$ cat config.mk
export PLATFORM = sky130hd
export DESIGN_NAME = wfg_scan_seq
export DESIGN_NICKNAME = d
export VERILOG_FILES = /design/src/rtl/wfg_pkg.sv /design/src/rtl/wfg_scan_ctr.sv /design/src/rtl/wfg_plane_map.sv /design/src/rtl/wfg_out_stage.sv /design/src/rtl/wfg_ea_timer.sv /design/src/rtl/wfg_scan_seq.sv
export SDC_FILE = /design/constraint.sdc
export NUM_CORES = 1
export LEC_CHECK = 0
export BUFFER_PORTS_ARGS = -buffer_cell sky130_fd_sc_hd__buf_2
export CELL_PAD_IN_SITES_DETAIL_PLACEMENT = 1
export CELL_PAD_IN_SITES_GLOBAL_PLACEMENT = 1
export CORE_ASPECT_RATIO = 0.6
export CORE_MARGIN = 8
export CORE_UTILIZATION = 42
export DETAILED_ROUTE_END_ITERATION = 8
export GPL_ROUTABILITY_DRIVEN = 0
export PLACE_DENSITY = 0.83
export SLEW_MARGIN = 10
export SYNTH_ARGS = -nofsm -noshare
export SYNTH_HDL_FRONTEND = slang
export SYNTH_HIERARCHICAL = 1
export SYNTH_SLANG_ARGS = --single-unit
$ cat constraint.sdc
create_clock -name clk -period 2.9 [get_ports clk]
set_input_delay 0.435 -clock clk [delete_from_list [all_inputs] [get_ports clk]]
set_output_delay 0.435 -clock clk [all_outputs]
set_load 0.02 [all_outputs]
$ cat src/rtl/wfg_pkg.sv
package wfg_pkg;
   // number of fields per frame: weighted bits 2^(b-full_lsb) fields each, low bits one each
   function automatic int field_count(input int bits, input int full_lsb);
      return (1 << (bits - full_lsb)) - 1 + full_lsb;
   endfunction
endpackage

$ cat src/rtl/wfg_scan_ctr.sv
module wfg_scan_ctr #(
   parameter int COLS = 1024,
   parameter int ROWS = 16,
   parameter int NF   = 19,
   localparam int CW  = $clog2(COLS),
   localparam int RW  = $clog2(ROWS),
   localparam int FW  = $clog2(NF)
) (
   input  logic          clk,
   input  logic          rst_n,
   output logic [CW-1:0] col,
   output logic [RW-1:0] row,
   output logic [FW-1:0] field,
   output logic          last_col
);
   logic last_row, last_field;

   assign last_col   = (col == CW'(COLS - 1));
   assign last_row   = (row == RW'(ROWS - 1));
   assign last_field = (field == FW'(NF - 1));

   always_ff @(posedge clk) begin
      if (!rst_n) begin
         col   <= '0;
         row   <= '0;
         field <= '0;
      end else begin
         col <= last_col ? '0 : col + 1'b1;
         if (last_col) begin
            row <= last_row ? '0 : row + 1'b1;
            if (last_row)
               field <= last_field ? '0 : field + 1'b1;
         end
      end
   end
endmodule

$ cat src/rtl/wfg_plane_map.sv
module wfg_plane_map #(
   parameter int BITS     = 8,
   parameter int FULL_LSB = 4,
   parameter int COLS     = 1024,
   parameter int NF       = 19,
   localparam int FW      = $clog2(NF),
   localparam int PW      = $clog2(BITS),
   localparam int WW      = $clog2(COLS + 1)
) (
   input  logic [FW-1:0] field,
   output logic [PW-1:0] plane,
   output logic [WW-1:0] width
);
   always_comb begin
      int base;
      int reps;
      base  = 0;
      plane = '0;
      for (int b = BITS - 1; b >= 0; b--) begin
         reps = (b >= FULL_LSB) ? (1 << (b - FULL_LSB)) : 1;
         if (int'(field) >= base && int'(field) < base + reps)
            plane = PW'(b);
         base = base + reps;
      end
   end

   always_comb begin
      if (int'(plane) >= FULL_LSB)
         width = WW'(COLS);
      else
         width = WW'(COLS >> (FULL_LSB - int'(plane)));
   end
endmodule

$ cat src/rtl/wfg_out_stage.sv
module wfg_out_stage #(
   parameter int LANES = 16,
   parameter int RW    = 4,
   parameter int WW    = 11
) (
   input  logic             clk,
   input  logic             rst_n,
   input  logic [LANES-1:0] rd_bit,
   input  logic             last_col,
   input  logic [RW-1:0]    row,
   input  logic [WW-1:0]    width,
   output logic [LANES-1:0] sd_out,
   output logic             cp_o,
   output logic             le_o,
   output logic [RW-1:0]    row_sel,
   output logic             load,
   output logic [WW-1:0]    load_width
);
   logic          last_s1;
   logic [RW-1:0] row_s1;

   for (genvar l = 0; l < LANES; l++) begin : g_lane
      always_ff @(posedge clk) begin
         if (!rst_n) sd_out[l] <= 1'b0;
         else        sd_out[l] <= rd_bit[l];
      end
   end

   always_ff @(posedge clk) begin
      if (!rst_n) begin
         cp_o       <= 1'b0;
         last_s1    <= 1'b0;
         row_s1     <= '0;
         load_width <= '0;
         le_o       <= 1'b0;
         row_sel    <= '0;
      end else begin
         cp_o    <= 1'b1;
         last_s1 <= last_col;
         row_s1  <= row;
         if (last_col) load_width <= width;
         le_o    <= last_s1;
         if (last_s1) row_sel <= row_s1;
      end
   end

   assign load = last_s1;
endmodule

$ cat src/rtl/wfg_ea_timer.sv
module wfg_ea_timer #(
   parameter int WW = 11
) (
   input  logic          clk,
   input  logic          rst_n,
   input  logic          load,
   input  logic [WW-1:0] width,
   output logic          ea_o
);
   logic [WW-1:0] left;

   always_ff @(posedge clk) begin
      if (!rst_n) begin
         left <= '0;
         ea_o <= 1'b0;
      end else begin
         ea_o <= (left != '0);
         if (load)
            left <= width;
         else if (left != '0)
            left <= left - 1'b1;
      end
   end
endmodule

$ cat src/rtl/wfg_scan_seq.sv
module wfg_scan_seq #(
   parameter int COLS     = 1024,
   parameter int ROWS     = 16,
   parameter int LANES    = 16,
   parameter int BITS     = 8,
   parameter int FULL_LSB = 4,
   localparam int NF      = wfg_pkg::field_count(BITS, FULL_LSB),
   localparam int CW      = $clog2(COLS),
   localparam int RW      = $clog2(ROWS),
   localparam int FW      = $clog2(NF),
   localparam int PW      = $clog2(BITS),
   localparam int WW      = $clog2(COLS + 1),
   localparam int AW      = PW + RW + CW
) (
   input  logic             clk,
   input  logic             rst_n,
   output logic [AW-1:0]    rd_addr,
   input  logic [LANES-1:0] rd_bit,
   output logic [LANES-1:0] sd_out,
   output logic             cp_o,
   output logic             le_o,
   output logic [RW-1:0]    row_sel,
   output logic             ea_o
);
   if ((1 << CW) != COLS) begin : g_bad_cols
      $error("COLS must be a power of two");
   end
   if ((1 << RW) != ROWS || ROWS < 2) begin : g_bad_rows
      $error("ROWS must be a power of two of at least 2");
   end
   if (FULL_LSB >= BITS || FULL_LSB < 0) begin : g_bad_lsb
      $error("FULL_LSB must lie below BITS");
   end
   if ((COLS >> FULL_LSB) < 1) begin : g_bad_width
      $error("COLS too small for the shortest window");
   end

   logic [CW-1:0] col;
   logic [RW-1:0] row;
   logic [FW-1:0] field;
   logic          last_col;
   logic [PW-1:0] plane;
   logic [WW-1:0] width;
   logic          load;
   logic [WW-1:0] load_width;

   wfg_scan_ctr #(.COLS(COLS), .ROWS(ROWS), .NF(NF)) i_ctr (
      .clk(clk), .rst_n(rst_n), .col(col), .row(row), .field(field), .last_col(last_col)
   );

   wfg_plane_map #(.BITS(BITS), .FULL_LSB(FULL_LSB), .COLS(COLS), .NF(NF)) i_map (
      .field(field), .plane(plane), .width(width)
   );

   assign rd_addr = {plane, row, col};

   wfg_out_stage #(.LANES(LANES), .RW(RW), .WW(WW)) i_out (
      .clk(clk), .rst_n(rst_n), .rd_bit(rd_bit), .last_col(last_col), .row(row),
      .width(width), .sd_out(sd_out), .cp_o(cp_o), .le_o(le_o), .row_sel(row_sel),
      .load(load), .load_width(load_width)
   );

   wfg_ea_timer #(.WW(WW)) i_ea (
      .clk(clk), .rst_n(rst_n), .load(load), .width(load_width), .ea_o(ea_o)
   );
endmodule

==> results of run 1 <==
-- metrics by stage --
step	cell area, um2	util, %	hold slack (ps)	setup slack [ps]	cells
after floorplan	3070	-	430.1	753.0	309
after global placement	3363	46.86	440.2	641.5	441
after detailed placement	3363	46.86	459.0	575.6	441
after CTS	3679	51.26	302.4	567.0	456
after global routing	3679	51.26	302.2	426.8	456
final	3679	51.26	314.6	538.0	456
-- power by group --
| group | switching (mW) | internal, mW |
|---|---|---|
| clock network | 0.386 | 0.769 |
| logic | 0.238 | 0.214 |
| registers | 0.0607 | 1.01 |
-- cells in the final DEF (no fill, tap or decap), drive strengths merged, types with 2 or more instances in the layout --
cell type  instances
nand4              3
buf               61
nand3b             4
a41oi              2
xor2               4
o21ai              8
a21oi              9
or3                6
or4                3
a2111oi            2
mux2i             15
nor2b             16
and2              27
nor4               3
inv                7
nand2             20
nand2b             2
o31ai              5
nor3b              3
and4b              2
or4b               2
dfxtp             69
o31a               3
xnor2              6
ha                 6
and4               4
bufinv             2
nand3              9
o221a              2
nor3               2
conb               3
a31oi              2
nor2               9
clkbuf            11
a21boi            13
and3               5
-- sequential cells by signal, indices dropped and copies added (netlist names) --
register and flops:
i_out/sd_out 16, i_ctr/row 4, i_out/le_o 1, i_ctr/field 5, i_out/load 1, i_ea/ea_o 1, i_out/cp_o 1, i_out/row_sel 4
i_ea/left 11, i_out/row_s1 4, i_out/load_width 11, i_ctr/col 10
-- kinds of logic (layout without fill, tap and decap cells) --
group / Yosys count / in the layout / synth area share, %
AO/OA/AOI/OAI: 56 / 56 / 14.01
XOR/XNOR: 10 / 10 / 2.859
adder cells (fa/ha/maj): 6 / 6 / 2.451
buffers and inverters: 27 / 83 / 5.311
flip-flops: 69 / 69 / 45.10
multiplexers: 16 / 16 / 5.269
other: 1 / 3 / 0.1224
AND/OR/NAND/NOR: 122 / 122 / 24.88
-- worst max-delay path: cells and delay by family, from the launching register on --
| kind | cells | cell delay [ps] |
|---|---|---|
| fa+ha+maj | 1 | 450 |
| mux | 1 | 130 |
| compound gates | 2 | 390 |
| flops | 1 | 580 |
| simple gates | 3 | 710 |
-- routing by layer --
layer | GRT usage [%] | part of all wire (%) | wire, um | vias to the layer above
li1 | - | - | - | 1189
met1 | 19.41 | 51 | 3825 | 1168
met2 | 21.71 | 43 | 3271 | 59
met3 | 5.385 | 5.3 | 399 | 4
met4 | 5.364 | 0.73 | 55 | 0
met5 | 0 | 0 | 0 | -
-- Yosys cell counts (all sizes together), types with 3 or more instances --
master,n,share of area [%]
or4,3,0.86
nor2b,16,3.3
clkbuf,6,0.94
mux2i,15,4.9
ha,6,2.5
a21oi,9,1.5
dfxtp,69,45
nand4,3,1.1
and3,5,1.1
nor4,3,0.82
o31a,3,0.94
or3,6,1.3
buf,13,3.1
nand2,20,2.5
a21boi,13,3.2
inv,7,0.86
o21ai,8,1.3
and2,27,5.5
and4,4,1.1
nand3,9,1.5
nand3b,4,0.98
xor2,4,1.1
nor3b,3,0.90
nor2,9,1.1
o31ai,5,1.2
xnor2,6,1.7
-- how the worst max path moves through the flow --
stage	depth (start not counted)	slack [ps]	endpoint
after global routing	7	430	i_out/load_width[10]
final	7	540	i_out/load_width[10]
after global placement	7	640	i_out/load_width[10]
after floorplan	8	750	i_out/load_width[10]
after detailed placement	7	580	i_out/load_width[10]
after CTS	7	570	i_out/load_width[10]
-- area by class of cell --
cell class	instances	area, um2	area share, %
timing repair buffer	61	315.3	8.571
clock buffer	11	242.7	6.599
tap	91	113.9	3.095
sequential	69	1381	37.55
clock inverter	4	72.57	1.973
multi-input combinational	213	1526	41.50
inverter	7	26.28	0.7143
==> out/qor.txt, run 1 <==
Worst Setup End Kind = register
Resize count post-CTS = 0
Crit Path Category = register to register
Vias post-DR = 2420
GRT overflow = 0
Fillers = 820
Synth Cell Area = 0.003063 mm2
Initial core utilization = 42.68%
Post-synth EDFFs = 0
Routed WL = 7.551 mm
Asr flop ratio synth = 0%
Antenna cells = 0
Dpl hpwl = 5.255 mm
DIE WIDTH = 126.2 um
Residual DRC count = 0
Worst-path clk slew = 60 ps
Ys flop type = dfxtp_1
CP Max Fanout = 14
Register area share after synthesis = 45.10%
Total clock sinks = 69
Final nets = 385
# IOs = 58
Largest net degree at the start of global routing = 51
Critical Path RT = 3120 ps
Reg-to-Reg End = i_out/load_width[10]
#FFs+latches synth = 69
Final hold violations = 0
CTS tree = done
Max incr delay on CP = 580 ps
RSZ-0062 raised after global routing = no
Die Ht = 82.15 um
Crit. Startpoint = i_ctr/field[0]
CTS Hold Bufs = 0
Total power = 2.681 mW
Post-CTS setup buffer count = 0
Core Footprint = 0.007177 mm2
Setup_tns = 0 ps
Drt initial violations = 100
CP startpoint kind = register
Reg2Reg Setup Slack = 540 ps
Setup violators final = 0
CP Cell Sequence = or4b_4 -> o221a_2 -> ha_1 -> nor2_1 -> a31o_2 -> mux2i_1 -> nor2b_1
GRT Overall Usage = 14.67%
Worst flop-to-flop path startpoint = i_ctr/field[0]
DIE AREA = 0.01037 mm2
Clock Path Buffers = 2
Slew Viols, Final = 0
CTS buffer count = 9
Worst Hold Depth = 2
F_max = 0.4234 GHz
First-pass GRT wire length = 11.96 mm
Drt wl/cell = 16.56 um
Slowest CP cell = dfxtp_1
Syn Inst Count = 307
Worst hold path class = primary input to register
Slew @ Worst Pin = 747.3 ps
Status = completed
Maximum vdd drop = 0.2879 mV
Synth cell types = 63
Critical hold path startpoint = rd_bit[5]
Syn Area/Cell = 9.977 um2
Fin crit period = 2362 ps
Vias in the first global route = 2306
Row count = 24
Clock Latency Late Sink = 320 ps
WHS Endpoint = i_out/sd_out[5]
Root cell of the clock tree = clkbuf_16
Pwr dens = 728.8 mW/mm2
Final period utilization = 81.45%
Worst Skew = 2.529 ps
Max-cap violations = 0
I/O Buffers = 57
H-tree levels = 3
Share of layout cells above drive strength 1 = 25.75%
Synthesis-to-finish area growth = 20.10%
Leakage Power = 1.497 nW
Yosys warns = 6
Relative slew slack = 50.18%
Reg2reg path depth = 7
Post-DRT Antenna Nets = 0
First-pass DRT Iterations = 4
Initial antenna violation count = 0
Vias per cell = 5.307
Worst EP arrival = 2580 ps
Power figures use the tool's default switching activity.
==> inputs of run 2 (changes only) <==
Settings changed: CORE_UTILIZATION 42 to 38, PLACE_DENSITY 0.83 to 0.79.
Clock period 2.9 ns to 2.04 ns, I/O delays scaled along.
==> out/qor.txt, run 2 (synthesized netlist as in run 1, its figures left out) <==
Worst-path clk slew = 60 ps
Worst flop-to-flop path startpoint = i_ctr/field[1]
Reg-to-Reg End = i_out/load_width[10]
Worst EP arrival = 2190 ps
Commonest non-fill, non-tap cells in the layout = 67 x dfxtp_1, 57 x buf_2, 27 x and2_1
Critical hold path startpoint = rd_bit[2]
Post-CTS setup buffer count = 0
Routed WL = 7.770 mm
Pre-CTS setup slack = 30.81 ps
Max FFs per register = 16
Critical Path RT = 2260 ps
Vias post-DR = 2437
Setup_tns = 0 ps
RSZ-0062 raised after global routing = no
M1 WL = 3.864 mm
Total power = 3.753 mW
Clock Latency Late Sink = 330 ps
Leakage Power = 1.559 nW
Highest metal used = met4
Initial core utilization = 39.01%
Setup violators final = 0
Worst Hold Depth = 2
Met3 wire len = 324 um
Most common cell after layout, fill and taps aside = dfxtp_1
Final period utilization = 96.37%
DIE AREA = 0.01128 mm2
F_max = 0.5086 GHz
Status = completed
First-pass DRT Iterations = 6
Final hold violations = 0
CP startpoint kind = register
Max-cap violations = 0
Reg2Reg Setup Slack = 70 ps
Worst path buffer plus inverter count = 0
Initial antenna violation count = 0
First-pass GRT wire length = 13.37 mm
Root cell of the clock tree = clkbuf_16
WHS Endpoint = i_out/sd_out[2]
Crit Path Category = register to register
I/O Buffers = 57
Worst Setup End Kind = register
Slowest CP cell = or4b_4
Largest net degree at the start of global routing = 36
Die Ht = 85.54 um
CTS tree = done
Clock Path Buffers = 2
Reg2reg path depth = 7
Vias per cell = 5.014
Fin crit period = 1966 ps
Drt wl/cell = 15.99 um
Biggest regs = i_out/sd_out x16, i_ea/left x11, i_out/load_width x11
Vias in the first global route = 2588
Top delay family on crit path = simple AND/OR/NAND/NOR gates
Final non-filler cell total = 486
H-tree levels = 3
Row count = 25
Total clock sinks = 69
Metal2 WL = 3.465 mm
Dpl hpwl = 5.611 mm
GRT overflow = 0
Slew @ Worst Pin = 576.1 ps
Share of layout cells above drive strength 1 = 30.16%
CTS buffer count = 9
Pwr dens = 979.4 mW/mm2
Antenna cells = 0
Final nets = 397
Drt initial violations = 96
CP Max Fanout = 8
Slew Viols, Final = 0
Placed instance count = 470
Maximum vdd drop = 0.4712 mV
CP Cell Sequence = or4b_4 -> o221a_4 -> ha_4 -> nor2_2 -> a31o_2 -> mux2i_1 -> nor2b_1
Biggest register = i_out/sd_out
Worst Skew = 4.991 ps
Worst hold path class = primary input to register
Relative slew slack = 61.59%
Core Footprint = 0.007851 mm2
Residual DRC count = 0
Final critical-path setup slack = 74.00 ps
GRT Overall Usage = 14.67%
DIE WIDTH = 131.9 um
# IOs = 58
Synthesis-to-finish area growth = 25.12%
Post-DRT Antenna Nets = 0
Max incr delay on CP = 530 ps
-- run 2: final cells by class --
cell class              count  area [um2]
fillers                   895        4019
multi-input cells         213        1556
flip-flops and latches     69        1386
repair buffers             73       417.9
clock buffers              10       239.0
well taps                 108       135.1
clock inverters             6       71.32
inverters                   7       26.28
-- run 2: how the worst max path moves through the flow --
stage	startpoint	end	slack (ps)	depth (start not counted)
6_report	i_ctr/field[1]	i_out/load_width[10]	70	7
5_1_grt	i_ctr/field[1]	i_out/load_width[10]	7	7
4_1_cts	i_ctr/field[1]	i_out/load_width[10]	20	7
3_5_place_dp	i_ctr/field[1]	i_out/load_width[10]	30	7
3_3_place_gp	i_ctr/field[1]	i_out/load_width[10]	110	7
2_1_floorplan	i_ctr/field[0]	i_out/load_width[10]	20	8
-- run 2: report_power, final --
group | switching, mW | internal, mW | leakage, nW
Combinational | 0.325 | 0.320 | 0.849
Clock | 0.600 | 0.987 | 0.145
Sequential | 0.0834 | 1.44 | 0.565
-- run 2: metrics by stage --
stage               cell area, um2  utilization, %  hold slack [ps]
floorplan                     3085               -            333.7
global placement              3500           44.57            447.9
detailed placement            3500           44.57            458.4
CTS                           3810           48.53            160.3
global route                  3832           48.81            167.9
finish                        3832           48.81            172.0
-- run 2: per-layer routing --
layer	vias up	global-route usage [%]
met5	-	0
met4	0	5.078
met3	10	5.543
met2	41	22.41
met1	1169	18.62
li1	1217	-
-- run 2: timing repair --
item,in CTS,in global routing
endpoints found under the setup margin,0,15
resized for setup,0,8
hold buffers,0,0
